$ cat config.mk
export PLATFORM = sky130hd
export DESIGN_NAME = sampclk_divider
export DESIGN_NICKNAME = d
export VERILOG_FILES = /design/src/rtl/sampclk_divider.sv
export SDC_FILE = /design/constraint.sdc
export NUM_CORES = 1
export LEC_CHECK = 0
export ABC_AREA = 1
export BUFFER_PORTS_ARGS = -buffer_cell sky130_fd_sc_hd__buf_2
export CORE_AREA = 2 2 39 41
export CTS_BUF_LIST = sky130_fd_sc_hd__clkbuf_8
export DETAILED_ROUTE_END_ITERATION = 10
export DIE_AREA = 0 0 41 43
export GPL_ROUTABILITY_DRIVEN = 0
export PLACE_DENSITY = 0.82
export SYNTH_ARGS = -nofsm -noshare
export SYNTH_HDL_FRONTEND = slang
export SYNTH_SLANG_ARGS = --single-unit
$ cat constraint.sdc
create_clock -name clk_in -period 1.65 [get_ports clk_in]
set_clock_uncertainty 0.1 [all_clocks]
set_input_delay 0.33 -clock clk_in [delete_from_list [all_inputs] [get_ports clk_in]]
set_output_delay 0.33 -clock clk_in [all_outputs]
set_load 0.02 [all_outputs]
$ cat src/rtl/sampclk_divider.sv
module sampclk_divider #(
  parameter logic [7:0] ADDR_SLIP = 8'h71,
  parameter logic [7:0] ADDR_DIV  = 8'h72
) (
  input  logic       clk_in,
  input  logic       rst_n,
  input  logic       soft_rst,
  input  logic       wr_en,
  input  logic [7:0] wr_addr,
  input  logic [7:0] wr_data,
  input  logic [1:0] pin_div,
  output logic       clk_div,
  output logic [1:0] div_phase
);
  localparam logic [1:0] M1 = 2'd0, M2 = 2'd1, M4 = 2'd2;

  logic [2:0] div_sel;
  logic       slip_bit, slip_pend;
  logic [1:0] eff, eff_q, cnt;

  wire sel_ok    = (wr_data[2:0] & (wr_data[2:0] - 3'd1)) == 3'd0;
  wire div_wr    = wr_en && wr_addr == ADDR_DIV && sel_ok;
  wire slip_wr   = wr_en && wr_addr == ADDR_SLIP && !soft_rst;
  wire slip_fire = slip_wr && wr_data[0] && !slip_bit;

  always_comb begin
    if (div_sel == 3'd0)
      eff = (pin_div == 2'd0) ? M1 : (pin_div == 2'd1) ? M2 : M4;
    else
      eff = div_sel[0] ? M1 : div_sel[1] ? M2 : M4;
  end

  always_ff @(posedge clk_in or negedge rst_n) begin
    if (!rst_n)      div_sel <= 3'd0;
    else if (div_wr) div_sel <= wr_data[2:0];
  end

  always_ff @(posedge clk_in or negedge rst_n) begin
    if (!rst_n) begin
      slip_bit  <= 1'b0;
      slip_pend <= 1'b0;
    end else if (soft_rst) begin
      slip_bit  <= 1'b0;
      slip_pend <= 1'b0;
    end else begin
      if (slip_wr) slip_bit <= wr_data[0];
      slip_pend <= slip_fire;
    end
  end

  always_ff @(posedge clk_in or negedge rst_n) begin
    if (!rst_n) begin
      cnt   <= 2'd0;
      eff_q <= M1;
    end else begin
      eff_q <= eff;
      if (soft_rst || eff != eff_q || eff == M1) cnt <= 2'd0;
      else cnt <= cnt + 2'd1 + {1'b0, slip_pend};
    end
  end

  assign clk_div   = (eff_q == M1) ? clk_in : (eff_q == M2) ? ~cnt[0] : ~cnt[1];
  assign div_phase = cnt;
endmodule

==> summary.txt, run 1 <==
Route
  – DRC: 0
  – 1st-pass router iterations: 4
  – Wirelength per Cell: 9.20 µm
  – Vias: 520
  – Routed WL: 1.04 mm
  – Routed Antenna Nets: 0
  – Drt first-iter violations: 9
  – DR vias/cell: 4.60

Logic synthesis
  – Yosys warnings: 0
  – Post-Synth Simple-Gate Area: 38.1%
  – Post-synthesis compound-gate area fraction: 4.73%
  – Post-synthesis xor/xnor area fraction: 1.65%
  – Syn_area_per_cell: 7.45 µm²
  – Share of the yosys chip area belonging to registers: 42.6%
  – Area share of fa/ha/maj cells after synthesis: 2.36%
  – Post-synthesis net count: 94
  – Mux cell area share after synthesis: 0%
  – Cell area after synthesis: 529 µm²
  – Largest family of logic cells by synthesized area: simple AND/OR/NAND/NOR gates
  – Mapped Cells: 71
  – Synth cell types: 16
  – Flops & latches, synth: 9

Critical path
  – Nature of the critical path endpoint: output port
  – Crit path DAT: 1.24 ns
  – Worst endpoint required time: 1.22 ns
  – Reg2reg start: div_phase[0]
  – Worst-path maximum fanout: 2
  – Crit path max-delay cell type: buf_6
  – Critical Path Start Type: clock port
  – Critical-path cell list: clkbuf_8, o21ai_4, o21ai_2, buf_6
  – CP Class: clk -> out
  – Reg2Reg Depth: 4
  – Worst r2r dst: div_phase[1]
  – CP peak stage delay: 0.13 ns
  – Setup slack, reg-to-reg: 0.56 ns

STA
  – Post-route worst setup slack: -0.0245 ns
  – Final Hold Viols: 0
  – Min Tclk post-route: 1.67 ns
  – Max_slew headroom: 84.5%
  – RSZ-0062 raised after global routing: true
  – Pins over their slew limit: 0
  – Actual slew at the worst max-slew pin: 0.231 ns
  – Setup violations, final: 1
  – Fin crit share: 101%
  – FMAX: 601 MHz

Placed design
  – Pre-CTS setup slack: 0.0567 ns
  – Number of port buffers: 19
  – Post-DP HPWL: 799 µm
  – Placed Cells: 106

Hold path
  – Hold Path Class: in -> reg
  – Worst hold start: wr_data[1]
  – WHS Path Cells: 3
  – Hold EP: div_sel[1]

Pwr
  – Logic pwr share: 10.1%
  – IR drop worst, VDD: 0.345 mV
  – Sw Share: 25.1%
  – Leak: 0.000427 µW
  – Clk pwr share: 57.8%
  – Switch Pwr: 185 µW
  – Pint: 553 µW
  – Sequential Power Share: 32.1%
  – Power density over the cells: 969 mW/mm²

Outcome
  – Run status: finished with violations
  – Failing checks: negative setup slack

Global route
  – First-pass GRT wire length: 1.67 mm
  – Largest net degree at the start of global routing: 10
  – Number of global-route vias before repair: 475
  – Gr ovfl total: 0
  – Initial antenna violation count: 0
  – GRT Total Usage: 15.6%

Clocking
  – CTS tree: built
  – Worst skew pair latency: 0.34 ns
  – Clock transition at path regs: 0.04 ns

Layout
  – Synth-to-layout area growth: 43.7%
  – Diode count: 0
  – Post-route insts no fill: 113
  – Fill count: 133
  – Share of layout cells above drive strength 1: 33.0%
  – Total Nets Final: 121

Floorplanning
  – Initial Util: 38.2%
  – Core Region: 0.00138 mm²
  – Chip width: 41 µm
  – Die ar.: 0.00176 mm²
  – Row cnt: 14
  – Die height: 43 µm
  – Top Ports: 25

Job
  – # Max-Cap Violations: 0
-- layout make-up --
cell class | instances | area [µm²] | share of cell area, %
multi-input cells | 47 | 274 | 36.0
flip-flops and latches | 9 | 226 | 29.8
repair buffers | 19 | 100 | 13.2
clock buffers | 6 | 80.1 | 10.5
inverters | 15 | 56.3 | 7.40
well taps | 16 | 20.0 | 2.63
clock inverters | 1 | 3.75 | 0.493
-- worst max-delay path, delay by kind of cell --
| family | cells | cell delay, ns |
|---|---|---|
| buf+inv | 2 | 0.24 |
| compound gates | 2 | 0.18 |
-- kinds of logic after synthesis --
family / Yosys count
and+or+nand+nor: 40
buffers and inverters: 15
DFF: 9
AOI/OAI and AO/OA: 5
xor gates and xnor gates: 1
adders and majority gates: 1
-- sequential cells by signal (all words and copies together), names as in the netlist --
name	flops
div_sel	3
eff_q	2
div_phase	2
slip_pend	1
slip_bit	1
-- per-stage QoR --
step / TNS, ns / hold slack (ns) / area [µm²] / total power, µW / util (%)
final: -0.0245 / 0.148 / 761 / 737 / 55.0
after global placement: 0 / 0.0845 / 644 / 324 / 46.6
after CTS: -0.0571 / 0.140 / 733 / 722 / 53.0
after global routing: -0.100 / 0.167 / 761 / 783 / 55.0
after floorplan: 0 / -0.0656 / 529 / 287 / -
after detailed placement: 0 / 0.0904 / 644 / 327 / 46.6
-- timing repair --
action | CTS | global route
resized for setup | 4 | 6
endpoints found under the setup margin | 1 | 1
pin swaps | 1 | 2
setup buffers | 0 | 0
gates cloned | 0 | 0
endpoints found under the hold margin | 9 | 0
hold buffers | 1 | 0
-- cells in the mapped netlist --
cell type	instances	area, µm²
and2_4	1	8.76
nand2_1	15	56.3
inv_1	15	56.3
a21oi_1	2	10.0
nor3_4	1	16.3
and2_1	1	6.26
nand3_1	9	45.0
xor2_1	1	8.76
nor2_4	1	11.3
o21ai_0	3	15.0
ha_1	1	12.5
nor3_1	2	10.0
nor2_1	8	30.0
nand2_4	1	11.3
nand4_1	1	6.26
dfrtp_1	9	225
-- per-layer routing --
layer / wire length (µm) / global-route usage [%] / vias to the layer above
met2: 522 / 20.9 / 26
met3: 76 / 4.71 / 5
li1: - / - / 269
met1: 400 / 15.6 / 220
met4: 40 / 20.7 / 0
met5: 0 / 0 / -
-- layout by cell type (no fill, tap or decap), drive strengths merged --
cell type	instances
dlygate4sd3	1
nand4	1
o21ai	3
buf	19
dfrtp	9
nor2	9
ha	1
nand3	9
and2	2
a21oi	2
xor2	1
nor3	3
inv	16
clkbuf	5
nand2	16
-- power groups by stage --
stage | Combinational [µW] | Sequential [µW] | Clock, µW
global placement | 67.5 | 236 | 20.2
global route | 85.3 | 238 | 460
finish | 74.3 | 237 | 426
CTS | 73.3 | 234 | 415
floorplan | 33.8 | 238 | 14.9
detailed placement | 70.3 | 237 | 20.2
-- worst max path at each step --
| stage | start | end | cells after the start |
|---|---|---|---|
| 5_1_grt | eff_q[0] | clk_div | 4 |
| 3_5_place_dp | clk_in | clk_div | 3 |
| 3_3_place_gp | clk_in | clk_div | 3 |
| 6_report | clk_in | clk_div | 4 |
| 2_1_floorplan | clk_in | clk_div | 2 |
| 4_1_cts | clk_in | clk_div | 4 |
No activity file was read; power rests on OpenSTA's default activity.
==> run 2: changes to the inputs <==
GPL_TIMING_DRIVEN = 0   (was default)
==> summary.txt, run 2 (synthesis gave the netlist of run 1 again) <==
Floorplanning
  – Row cnt: 14
  – Die ar.: 0.00176 mm²
  – Core Region: 0.00138 mm²
  – Initial Util: 38.2%
  – Top Ports: 25
  – Die height: 43 µm
  – Chip width: 41 µm

Outcome
  – Failing checks: negative setup slack
  – Run status: finished with violations

STA
  – Post-route worst setup slack: -0.00759 ns
  – RSZ-0062 raised after global routing: true
  – Actual slew at the worst max-slew pin: 0.228 ns
  – Pins over their slew limit: 0
  – Max_slew headroom: 84.7%
  – Post-Route Setup TNS: -0.00759 ns
  – Setup violations, final: 1
  – Final Hold Viols: 0

Hold path
  – Hold Path Class: in -> reg
  – WHS Path Cells: 3

Route
  – Drt first-iter violations: 9
  – DR vias/cell: 4.63
  – Routed Antenna Nets: 0
  – Routed WL: 1.02 mm
  – DRC: 0
  – Wirelength per Cell: 9.06 µm
  – 1st-pass router iterations: 4
  – Vias: 523

Layout
  – Fin util: 53.4%
  – Fill count: 135
  – Total Nets Final: 121
  – Top reg by flops: div_sel
  – Commonest non-fill, non-tap cell in the layout: buf_2
  – Diode count: 0
  – Synth-to-layout area growth: 39.7%
  – Largest register FFs: 3
  – Share of layout cells above drive strength 1: 32.0%
  – Most frequent cells in the layout: buf_2 (18), inv_1 (16), nand2_1 (15)
  – Final instance area: 739 µm²

Clocking
  – Worst skew pair latency: 0.34 ns
  – Post-CTS Setup Bufs: 0
  – Clock transition at path regs: 0.04 ns
  – CTS tree: built

Global route
  – Number of global-route vias before repair: 471
  – Gr ovfl total: 0
  – Initial antenna violation count: 0
  – GRT Total Usage: 15.3%
  – Largest net degree at the start of global routing: 10
  – First-pass GRT wire length: 1.66 mm

Job
  – # Max-Cap Violations: 0

Pwr
  – Pint: 552 µW
  – Switch Pwr: 171 µW
  – IR drop worst, VDD: 0.427 mV
  – Logic pwr share: 9.9%
  – Sw Share: 23.6%
  – Design Power: 723 µW
  – Leak: 0.000422 µW
  – Sequential Power Share: 32.5%
  – Clk pwr share: 57.6%
  – Power density over the cells: 978 mW/mm²

Critical path
  – Critical Path Start Type: clock port
  – Reg2Reg Depth: 6
  – Worst-path maximum fanout: 2
  – Worst endpoint required time: 1.22 ns
  – Crit path DAT: 1.23 ns
  – CP Class: clk -> out
  – Nature of the critical path endpoint: output port

Placed design
  – Area after DPL: 644 µm²
  – Number of port buffers: 19
  – Pre-CTS setup slack: 0.0567 ns
  – Post-DP HPWL: 805 µm
## run 2: cell count changes in the layout (fill, tap and decap cells not counted)
cell	change
a21oi_4	-1
buf_6	-1
o21ai_1	+1
buf_4	+1
a21oi_2	+1
clkbuf_8	-1
o21ai_4	-1
buf_8	+1
## run 2: per-stage QoR
stage                     std cells  hold slack, ns
after detailed placement        106          0.0894
after CTS                       113           0.139
final                           113           0.145
after global routing            113           0.164
after floorplan                  71         -0.0656
after global placement          106          0.0844
## run 2: path summary, 6_finish.rpt
check                                 from            to  slack, ns
worst min-delay path            wr_data[1]    div_sel[1]       0.14
min in group asynchronous            rst_n  div_phase[1]       0.27
worst min register to register    slip_bit     slip_pend       0.34
worst max register to register  div_sel[0]  div_phase[1]       0.57
max in group asynchronous            rst_n      eff_q[0]       0.98
worst max-delay path                clk_in       clk_div     -0.008
## run 2: critical path, cell delays in order
cell,delay (ns)
buf_8,0.09
o21ai_2,0.09
o21ai_1,0.07
buf_4,0.15
## run 2: what timing repair did
action | CTS | global route
pin swaps | 1 | 1
hold buffers | 1 | 0
endpoints found under the setup margin | 1 | 1
hold endpoints to repair | 9 | 0
resized for setup | 3 | 4
## run 2: power groups by stage
stage | Combinational, µW | Clock, µW | Sequential, µW
2_1_floorplan | 33.8 | 14.9 | 238
3_5_place_dp | 70.1 | 20.2 | 237
3_3_place_gp | 67.4 | 20.2 | 236
5_1_grt | 82.2 | 447 | 236
6_report | 71.5 | 417 | 235
4_1_cts | 72.2 | 408 | 234
## run 2: layout make-up
class | instances | area [µm²] | share of cell area (%)
flip-flops and latches | 9 | 226 | 30.6
repair buffers | 19 | 100 | 13.5
well taps | 16 | 20.0 | 2.71
clock buffers | 6 | 77.6 | 10.5
clock inverters | 1 | 3.75 | 0.508
inverters | 15 | 56.3 | 7.61
multi-input cells | 47 | 255 | 34.5
## run 2: routing by layer
layer	track usage, %	wire, µm	vias to the layer above
li1	-	-	271
met1	14.7	412	226
met2	21.9	493	21
met3	4.71	59	5
met4	18.7	59	0
met5	0	0	-
